$ cat src/rtl/io_rt_pkg.sv
package io_rt_pkg;
    localparam int OFF_W    = 19;
    localparam int DATA_W   = 32;
    localparam int IDX_W    = 15;
    localparam int NPORT    = 10;
    localparam int RG_W     = 7;
    localparam int DMA_CH_W = 7;
    localparam int NDMA     = 1 << DMA_CH_W;

    typedef enum logic [3:0] {
        P_CTRL  = 4'd0, P_DMA   = 4'd1, P_SCSI  = 4'd2, P_ENET  = 4'd3,
        P_SER   = 4'd4, P_FLOP  = 4'd5, P_VIA   = 4'd6, P_DISK0 = 4'd7,
        P_DISK1 = 4'd8, P_NVRAM = 4'd9
    } port_e;

    localparam logic [RG_W-1:0] RG_CTRL   = 7'h00;
    localparam logic [RG_W-1:0] RG_DMA    = 7'h08;
    localparam logic [RG_W-1:0] RG_SCSI   = 7'h10;
    localparam logic [RG_W-1:0] RG_ENET   = 7'h11;
    localparam logic [RG_W-1:0] RG_SERLEG = 7'h12;
    localparam logic [RG_W-1:0] RG_SER    = 7'h13;
    localparam logic [RG_W-1:0] RG_FLOP   = 7'h15;
    localparam logic [RG_W-1:0] RG_VIA_A  = 7'h16;
    localparam logic [RG_W-1:0] RG_VIA_B  = 7'h17;
    localparam logic [RG_W-1:0] RG_DISK0  = 7'h20;
    localparam logic [RG_W-1:0] RG_DISK1  = 7'h21;
    localparam logic [RG_W-1:0] RG_NVRAM  = 7'h60;

    localparam logic [7:0] LEG_TABLE_END = 8'h0C;
    localparam logic [7:0] LEG_GAP_END   = 8'h60;

    typedef struct packed {
        logic                hit;
        port_e               port;
        logic [IDX_W-1:0]    idx;
        logic                swap;
        logic                gap;
        logic                stray;
        logic                dma_bad;
        logic [DMA_CH_W-1:0] dma_ch;
    } route_t;

    function automatic logic [DATA_W-1:0] swap_by_size(logic [DATA_W-1:0] d, logic [1:0] sz);
        case (sz)
            2'd0:    return d;
            2'd1:    return {16'h0, d[7:0], d[15:8]};
            default: return {d[7:0], d[15:8], d[23:16], d[31:24]};
        endcase
    endfunction

    function automatic logic [3:0] legacy_map(logic [3:0] k);
        case (k)
            4'd0:    return 4'h1;
            4'd1:    return 4'h3;
            4'd2:    return 4'h0;
            4'd3:    return 4'h2;
            4'd4:    return 4'h6;
            4'd5:    return 4'h4;
            default: return 4'hF;
        endcase
    endfunction
endpackage

$ cat src/rtl/io_rt_decode.sv
module io_rt_decode import io_rt_pkg::*; #(
    parameter bit              DISK1_PRESENT = 1'b1,
    parameter logic [NDMA-1:0] DMA_MASK      = 128'h198F
) (
    input  logic [OFF_W-1:0] off,
    output route_t           rt
);
    logic [RG_W-1:0] rg;
    logic [7:0]      low;

    assign rg  = off[18:12];
    assign low = off[7:0];

    always_comb begin
        rt        = '0;
        rt.port   = P_CTRL;
        rt.dma_ch = off[14:8];
        case (rg)
            RG_CTRL: begin
                rt.hit = 1'b1; rt.port = P_CTRL; rt.idx = IDX_W'(off[7:0]);
            end
            RG_DMA: begin
                if (DMA_MASK[off[14:8]]) begin
                    rt.hit = 1'b1; rt.port = P_DMA; rt.idx = off[14:0];
                end else begin
                    rt.dma_bad = 1'b1;
                end
            end
            RG_SCSI: begin
                rt.hit = 1'b1; rt.port = P_SCSI; rt.idx = IDX_W'(off[7:4]);
            end
            RG_ENET: begin
                rt.hit = 1'b1; rt.port = P_ENET; rt.idx = IDX_W'(off[11:0]); rt.swap = 1'b1;
            end
            RG_SERLEG: begin
                if (low < LEG_TABLE_END) begin
                    rt.hit = 1'b1; rt.port = P_SER; rt.idx = IDX_W'(legacy_map(off[4:1]));
                end else if (low < LEG_GAP_END) begin
                    rt.gap = 1'b1;
                end else begin
                    rt.hit = 1'b1; rt.port = P_SER; rt.idx = IDX_W'(off[7:4]);
                end
            end
            RG_SER: begin
                rt.hit = 1'b1; rt.port = P_SER; rt.idx = IDX_W'(off[7:4]);
            end
            RG_FLOP: begin
                rt.hit = 1'b1; rt.port = P_FLOP; rt.idx = IDX_W'(off[7:4]);
            end
            RG_VIA_A, RG_VIA_B: begin
                rt.hit = 1'b1; rt.port = P_VIA; rt.idx = IDX_W'(off[12:9]);
            end
            RG_DISK0: begin
                rt.hit = 1'b1; rt.port = P_DISK0; rt.idx = IDX_W'(off[11:4]);
            end
            RG_DISK1: begin
                rt.hit = DISK1_PRESENT; rt.port = P_DISK1; rt.idx = IDX_W'(off[11:4]);
            end
            default: begin
                if (rg >= RG_NVRAM) begin
                    rt.hit = 1'b1; rt.port = P_NVRAM; rt.idx = IDX_W'(off[16:4]);
                end else begin
                    rt.stray = 1'b1;
                end
            end
        endcase
    end
endmodule

$ cat src/rtl/io_rt_dma_flags.sv
module io_rt_dma_flags import io_rt_pkg::*; (
    input  logic                clk,
    input  logic                rst,
    input  logic                rd_bad,
    input  logic                wr_bad,
    input  logic [DMA_CH_W-1:0] ch,
    output logic [NDMA-1:0]     rd_seen,
    output logic [NDMA-1:0]     wr_seen
);
    for (genvar i = 0; i < NDMA; i++) begin : g_ch
        logic hit;
        assign hit = (ch == DMA_CH_W'(i));
        always_ff @(posedge clk) begin
            if (rst) begin
                rd_seen[i] <= 1'b0;
                wr_seen[i] <= 1'b0;
            end else begin
                if (rd_bad && hit) rd_seen[i] <= 1'b1;
                if (wr_bad && hit) wr_seen[i] <= 1'b1;
            end
        end
    end
endmodule

$ cat src/rtl/io_rt_resp.sv
module io_rt_resp import io_rt_pkg::*; (
    input  logic                    clk,
    input  logic                    rst,
    input  logic                    fire,
    input  logic                    is_write,
    input  logic [1:0]              size,
    input  route_t                  rt,
    input  logic [NPORT*DATA_W-1:0] port_rdata,
    output logic                    rsp_valid,
    output logic [DATA_W-1:0]       rsp_rdata,
    output logic                    err_pulse,
    output logic                    warn_pulse
);
    logic [DATA_W-1:0] picked;
    logic [DATA_W-1:0] shaped;

    assign picked = port_rdata[int'(rt.port)*DATA_W +: DATA_W];
    assign shaped = rt.swap ? swap_by_size(picked, size) : picked;

    always_ff @(posedge clk) begin
        if (rst) begin
            rsp_valid  <= 1'b0;
            rsp_rdata  <= '0;
            err_pulse  <= 1'b0;
            warn_pulse <= 1'b0;
        end else begin
            rsp_valid  <= fire;
            err_pulse  <= fire && rt.gap;
            warn_pulse <= fire && rt.stray;
            rsp_rdata  <= (fire && !is_write && rt.hit) ? shaped : '0;
        end
    end
endmodule

$ cat src/rtl/io_addr_router.sv
module io_addr_router import io_rt_pkg::*; #(
    parameter bit              DISK1_PRESENT = 1'b1,
    parameter logic [NDMA-1:0] DMA_MASK      = 128'h198F
) (
    input  logic                    clk,
    input  logic                    rst,
    input  logic                    req_valid,
    output logic                    req_ready,
    input  logic                    req_write,
    input  logic [OFF_W-1:0]        req_offset,
    input  logic [1:0]              req_size,
    input  logic [DATA_W-1:0]       req_wdata,
    output logic                    rsp_valid,
    output logic [DATA_W-1:0]       rsp_rdata,
    output logic [NPORT-1:0]        port_sel,
    output logic                    port_we,
    output logic [IDX_W-1:0]        port_idx,
    output logic [DATA_W-1:0]       port_wdata,
    input  logic [NPORT*DATA_W-1:0] port_rdata,
    output logic                    err_pulse,
    output logic                    warn_pulse,
    output logic [NDMA-1:0]         dma_rd_seen,
    output logic [NDMA-1:0]         dma_wr_seen
);
    route_t rt;

    io_rt_decode #(.DISK1_PRESENT(DISK1_PRESENT), .DMA_MASK(DMA_MASK)) u_dec (
        .off (req_offset),
        .rt  (rt)
    );

    assign req_ready  = 1'b1;
    assign port_sel   = (req_valid && rt.hit) ? (NPORT'(1) << rt.port) : '0;
    assign port_we    = req_valid && req_write && rt.hit;
    assign port_idx   = rt.idx;
    assign port_wdata = rt.swap ? swap_by_size(req_wdata, req_size) : req_wdata;

    io_rt_dma_flags u_flags (
        .clk     (clk),
        .rst     (rst),
        .rd_bad  (req_valid && !req_write && rt.dma_bad),
        .wr_bad  (req_valid && req_write && rt.dma_bad),
        .ch      (rt.dma_ch),
        .rd_seen (dma_rd_seen),
        .wr_seen (dma_wr_seen)
    );

    io_rt_resp u_resp (
        .clk        (clk),
        .rst        (rst),
        .fire       (req_valid),
        .is_write   (req_write),
        .size       (req_size),
        .rt         (rt),
        .port_rdata (port_rdata),
        .rsp_valid  (rsp_valid),
        .rsp_rdata  (rsp_rdata),
        .err_pulse  (err_pulse),
        .warn_pulse (warn_pulse)
    );
endmodule

$ cat config.mk
export PLATFORM = sky130hd
export DESIGN_NAME = io_addr_router
export DESIGN_NICKNAME = d
export VERILOG_FILES = /design/src/rtl/io_rt_pkg.sv /design/src/rtl/io_rt_decode.sv /design/src/rtl/io_rt_dma_flags.sv /design/src/rtl/io_rt_resp.sv /design/src/rtl/io_addr_router.sv
export SDC_FILE = /design/constraint.sdc
export NUM_CORES = 1
export LEC_CHECK = 0
export CORE_AREA = 2 2 286 288
export CTS_CLUSTER_SIZE = 14
export DETAILED_ROUTE_END_ITERATION = 8
export DIE_AREA = 0 0 288 290
export GPL_TIMING_DRIVEN = 0
export PLACE_DENSITY = 0.41
export RECOVER_POWER = 25
export SYNTH_ARGS = -nofsm -noshare
export SYNTH_HDL_FRONTEND = slang
export SYNTH_SLANG_ARGS = --single-unit
$ cat constraint.sdc
create_clock -name clk -period 3.6 [get_ports clk]
set_input_delay 0.54 -clock clk [delete_from_list [all_inputs] [get_ports clk]]
set_output_delay 0.54 -clock clk [all_outputs]
set_load 0.01 [all_outputs]
==> results.toml <==
[floorplanning]
design.core.area_mm2 = 0.08016
die_h_um = 290
num_io_pins = 727
die_w_um = 288
start_util = 0.1553
rows = 104
die-area_mm2 = 0.08352

[power_and_ir_drop]
p_seq_frac = 0.406
p_clk_frac = 0.421
p_sw_frac = 0.2653
internal_power_mw = 5.843
power_mw = 7.953
p_leak_nw = 8.964
p_per_area_mw_per_mm2 = 350.2
comb_power_share = 0.173
vdd_drop_max_mv = 0.4980
p_sw_mw = 2.110

[finish]
drive_gt1_frac = 0.09464
area_growth_pct = 82.38
finalNetCount = 2527
mostFrequentLayoutCells = "clkdlybuf4s50_1 (563), dfxtp_1 (291), nor2b_1 (241)"
layout_commonest_cell = "clkdlybuf4s50_1"
multi_input_area_mm2 = 0.006369
fillers = 8600
final_cells = 3237
seqCellArea_mm2 = 0.005826
finish.instance_area_mm2 = 0.02271

[yosys]
synth_cell_types = 74
ys.flop_type = "dfxtp_1"
synthArstFlopShare = 0
ys_seq_elements = 291
synth_area_mm2 = 0.01245
synthTopCellsByArea = "dfxtp_1 (47%), nor2b_1 (12%), mux2i_1 (6.8%)"
netlist_instances = 1372
synth_area_leader_cell = "dfxtp_1"
synth_top_area_share = 0.4678
synth-edff-count = 0
synth_warnings = 0
syn_avg_cell_area_um2 = 9.076
seq_area_frac_synth = 0.4678

[cts]
worstSkewPairLatency_ps = 520
clk_pin_slew_worst_paths_ps = 60
h-tree-depth = 2
root_buffer = "clkbuf_16"
clockBufferDepth = 3
clock-sinks = 291
cts_buffers = 34
cts_tree = "built"
hold_buffers = 0

[sta]
rsz0062_at_grt = "yes"
worstMarginPinSlew_ps = 983.7
post-route-min-period_ps = 3599
clock.fmax_ghz = 0.2778
period_share = 0.9998
fin_tns_setup_ps = 0
drv_slew = 0
setup_viol = 0
hold_viol_final = 0
slew_headroom = 0.3442
fin_skew_ps = 0

[global_routing]
grt_pass1_wl_um = 112900
grt_max_degree = 14
antenna_found_initial = 18
grt_pass1_vias = 14580
grt.overflow.total = 0
grt_usage = 0.1890

[detailed_routing]
wl_um = 82470
wire_per_inst_um = 25.48
drc = 0
viasPerCell = 4.186
antenna_left = 0
drt_iter0_markers = 711
drtPass1Iterations = 8
vias = 13550

[worst_setup_path]
slowest_delay_ps = 660
criticalPathCategory = "in -> reg"
critPathRequiredTime_ps = 4000
cp_slowest_cell = "nor3_2"
worstPathCellList = "dlygate4sd2_1 -> clkbuf_4 -> nor4b_2 -> and3_2 -> nor2_1 -> nand2_1 -> nor3_2 -> a32oi_1 -> and3_1 -> a2bb2oi_1 -> nor2_1"
cp.arrival_ps = 4000
worstPathMaxFanout = 10
critPathLaunchType = "input port"
cp_common_cell = "nor2_1"
cp-end-kind = "register"

[run]
cap_violations = 0

[place]
portBuffers = 715
placed_area_mm2 = 0.02095
detailed_place_hpwl_um = 67860
gp_congestion = 0.9027
dp_cells = 3148

[worst_hold_path]
min_path_type = "reg -> reg"

[run_status]
status = "complete, no violations"
-- state kept, by name, summed over array words and instances (netlist names) --
| signal | cells |
|---|---|
| u_resp.rsp_valid | 1 |
| u_resp.rsp_rdata | 32 |
| u_flags.rd_seen | 128 |
| u_flags.wr_seen | 128 |
| u_resp.warn_pulse | 1 |
| u_resp.err_pulse | 1 |
-- synth_stat cells, types with 4 or more instances --
cell type,n
a211oi_1,5
a21oi_1,65
a222oi_1,8
a22o_1,25
a22oi_1,27
a2bb2oi_1,5
a311o_1,8
a32oi_1,11
and2_1,5
and3_1,10
buf_2,14
buf_4,9
buf_6,5
clkbuf_1,74
dfxtp_1,291
ha_1,4
inv_1,4
mux2_2,11
mux2i_1,85
nand2_1,138
nand2b_1,4
nand3_1,27
nand3b_1,4
nand4_1,5
nor2_1,91
nor2b_1,244
nor3_1,23
nor4b_1,4
o211a_1,8
o21ai_0,60
o221ai_1,7
o22ai_1,23
o2bb2ai_1,5
or3_1,6
-- metal layers --
layer  GRT usage  vias up  wire length, um
met5           0        -               28
met4     0.07595        4             3213
met3     0.05967      112             7423
met2      0.3527      671            42450
met1      0.1925     6429            29360
li1            -     6334                -
-- worst paths after layout --
path / start / endpoint / slack (ps) / depth (start not counted)
max reg2reg: u_flags.wr_seen[15]$_SDFFE_PP0P_ / u_flags.wr_seen[15]$_SDFFE_PP0P_ / 2860 / 2
max: req_offset[17] / u_resp.rsp_rdata[27]$_SDFF_PP0_ / 0.7 / 11
min reg2reg: u_flags.rd_seen[69]$_SDFFE_PP0P_ / u_flags.rd_seen[69]$_SDFFE_PP0P_ / 460 / 1
min: u_flags.rd_seen[69]$_SDFFE_PP0P_ / u_flags.rd_seen[69]$_SDFFE_PP0P_ / 460 / 1
-- cell type report --
| class | count | share of cell area |
|---|---|---|
| clock inverters | 13 | 0.005399 |
| clock buffers | 43 | 0.04160 |
| plain buffers | 104 | 0.03107 |
| diodes | 11 | 0.001212 |
| flip-flops and latches | 291 | 0.2565 |
| well taps | 1060 | 0.05840 |
| repair buffers | 740 | 0.3245 |
| inverters | 5 | 0.0008815 |
| multi-input cells | 970 | 0.2804 |
-- power groups by stage --
stage                     Clock [mW]  Combinational, mW  Sequential (mW)
after floorplan                    0              0.474             3.30
after global placement             0               1.33             3.30
after detailed placement           0               1.33             3.30
after CTS                       3.48               1.39             3.23
after global routing            3.59               1.46             3.23
final                           3.34               1.38             3.23
-- cell families after synthesis --
family / share of synthesized area
other cells: 0.0006031
buf+inv: 0.04361
mux: 0.08008
xor+xnor: 0.0007035
flops: 0.4678
compound gates: 0.1588
fa+ha+maj: 0.004019
simple gates: 0.2444
-- critical path: cells and delay by family --
kind	cells	cell delay [ps]
simple gates	7	2430
compound gates	2	550
buf+inv	2	450
-- through the flow --
step,hold WS (ps),setup slack [ps],util
after global routing,472.8,-34.02,0.2832
after floorplan,492.2,444.1,-
after CTS,466.7,-8.347,0.2816
after detailed placement,453.9,-2025,0.2613
after global placement,450.9,-2541,0.2612
final,460.0,0.7283,0.2833
-- repair_timing --
| action | CTS | global route |
|---|---|---|
| pin swaps | 7 | 8 |
| gates cloned | 0 | 0 |
| gates resized for setup | 149 | 24 |
| setup buffers | 17 | 8 |
| setup endpoints to repair | 86 | 50 |
| endpoints found under the hold margin | 0 | 0 |
Note: power is estimated with default switching activity, not from simulation.
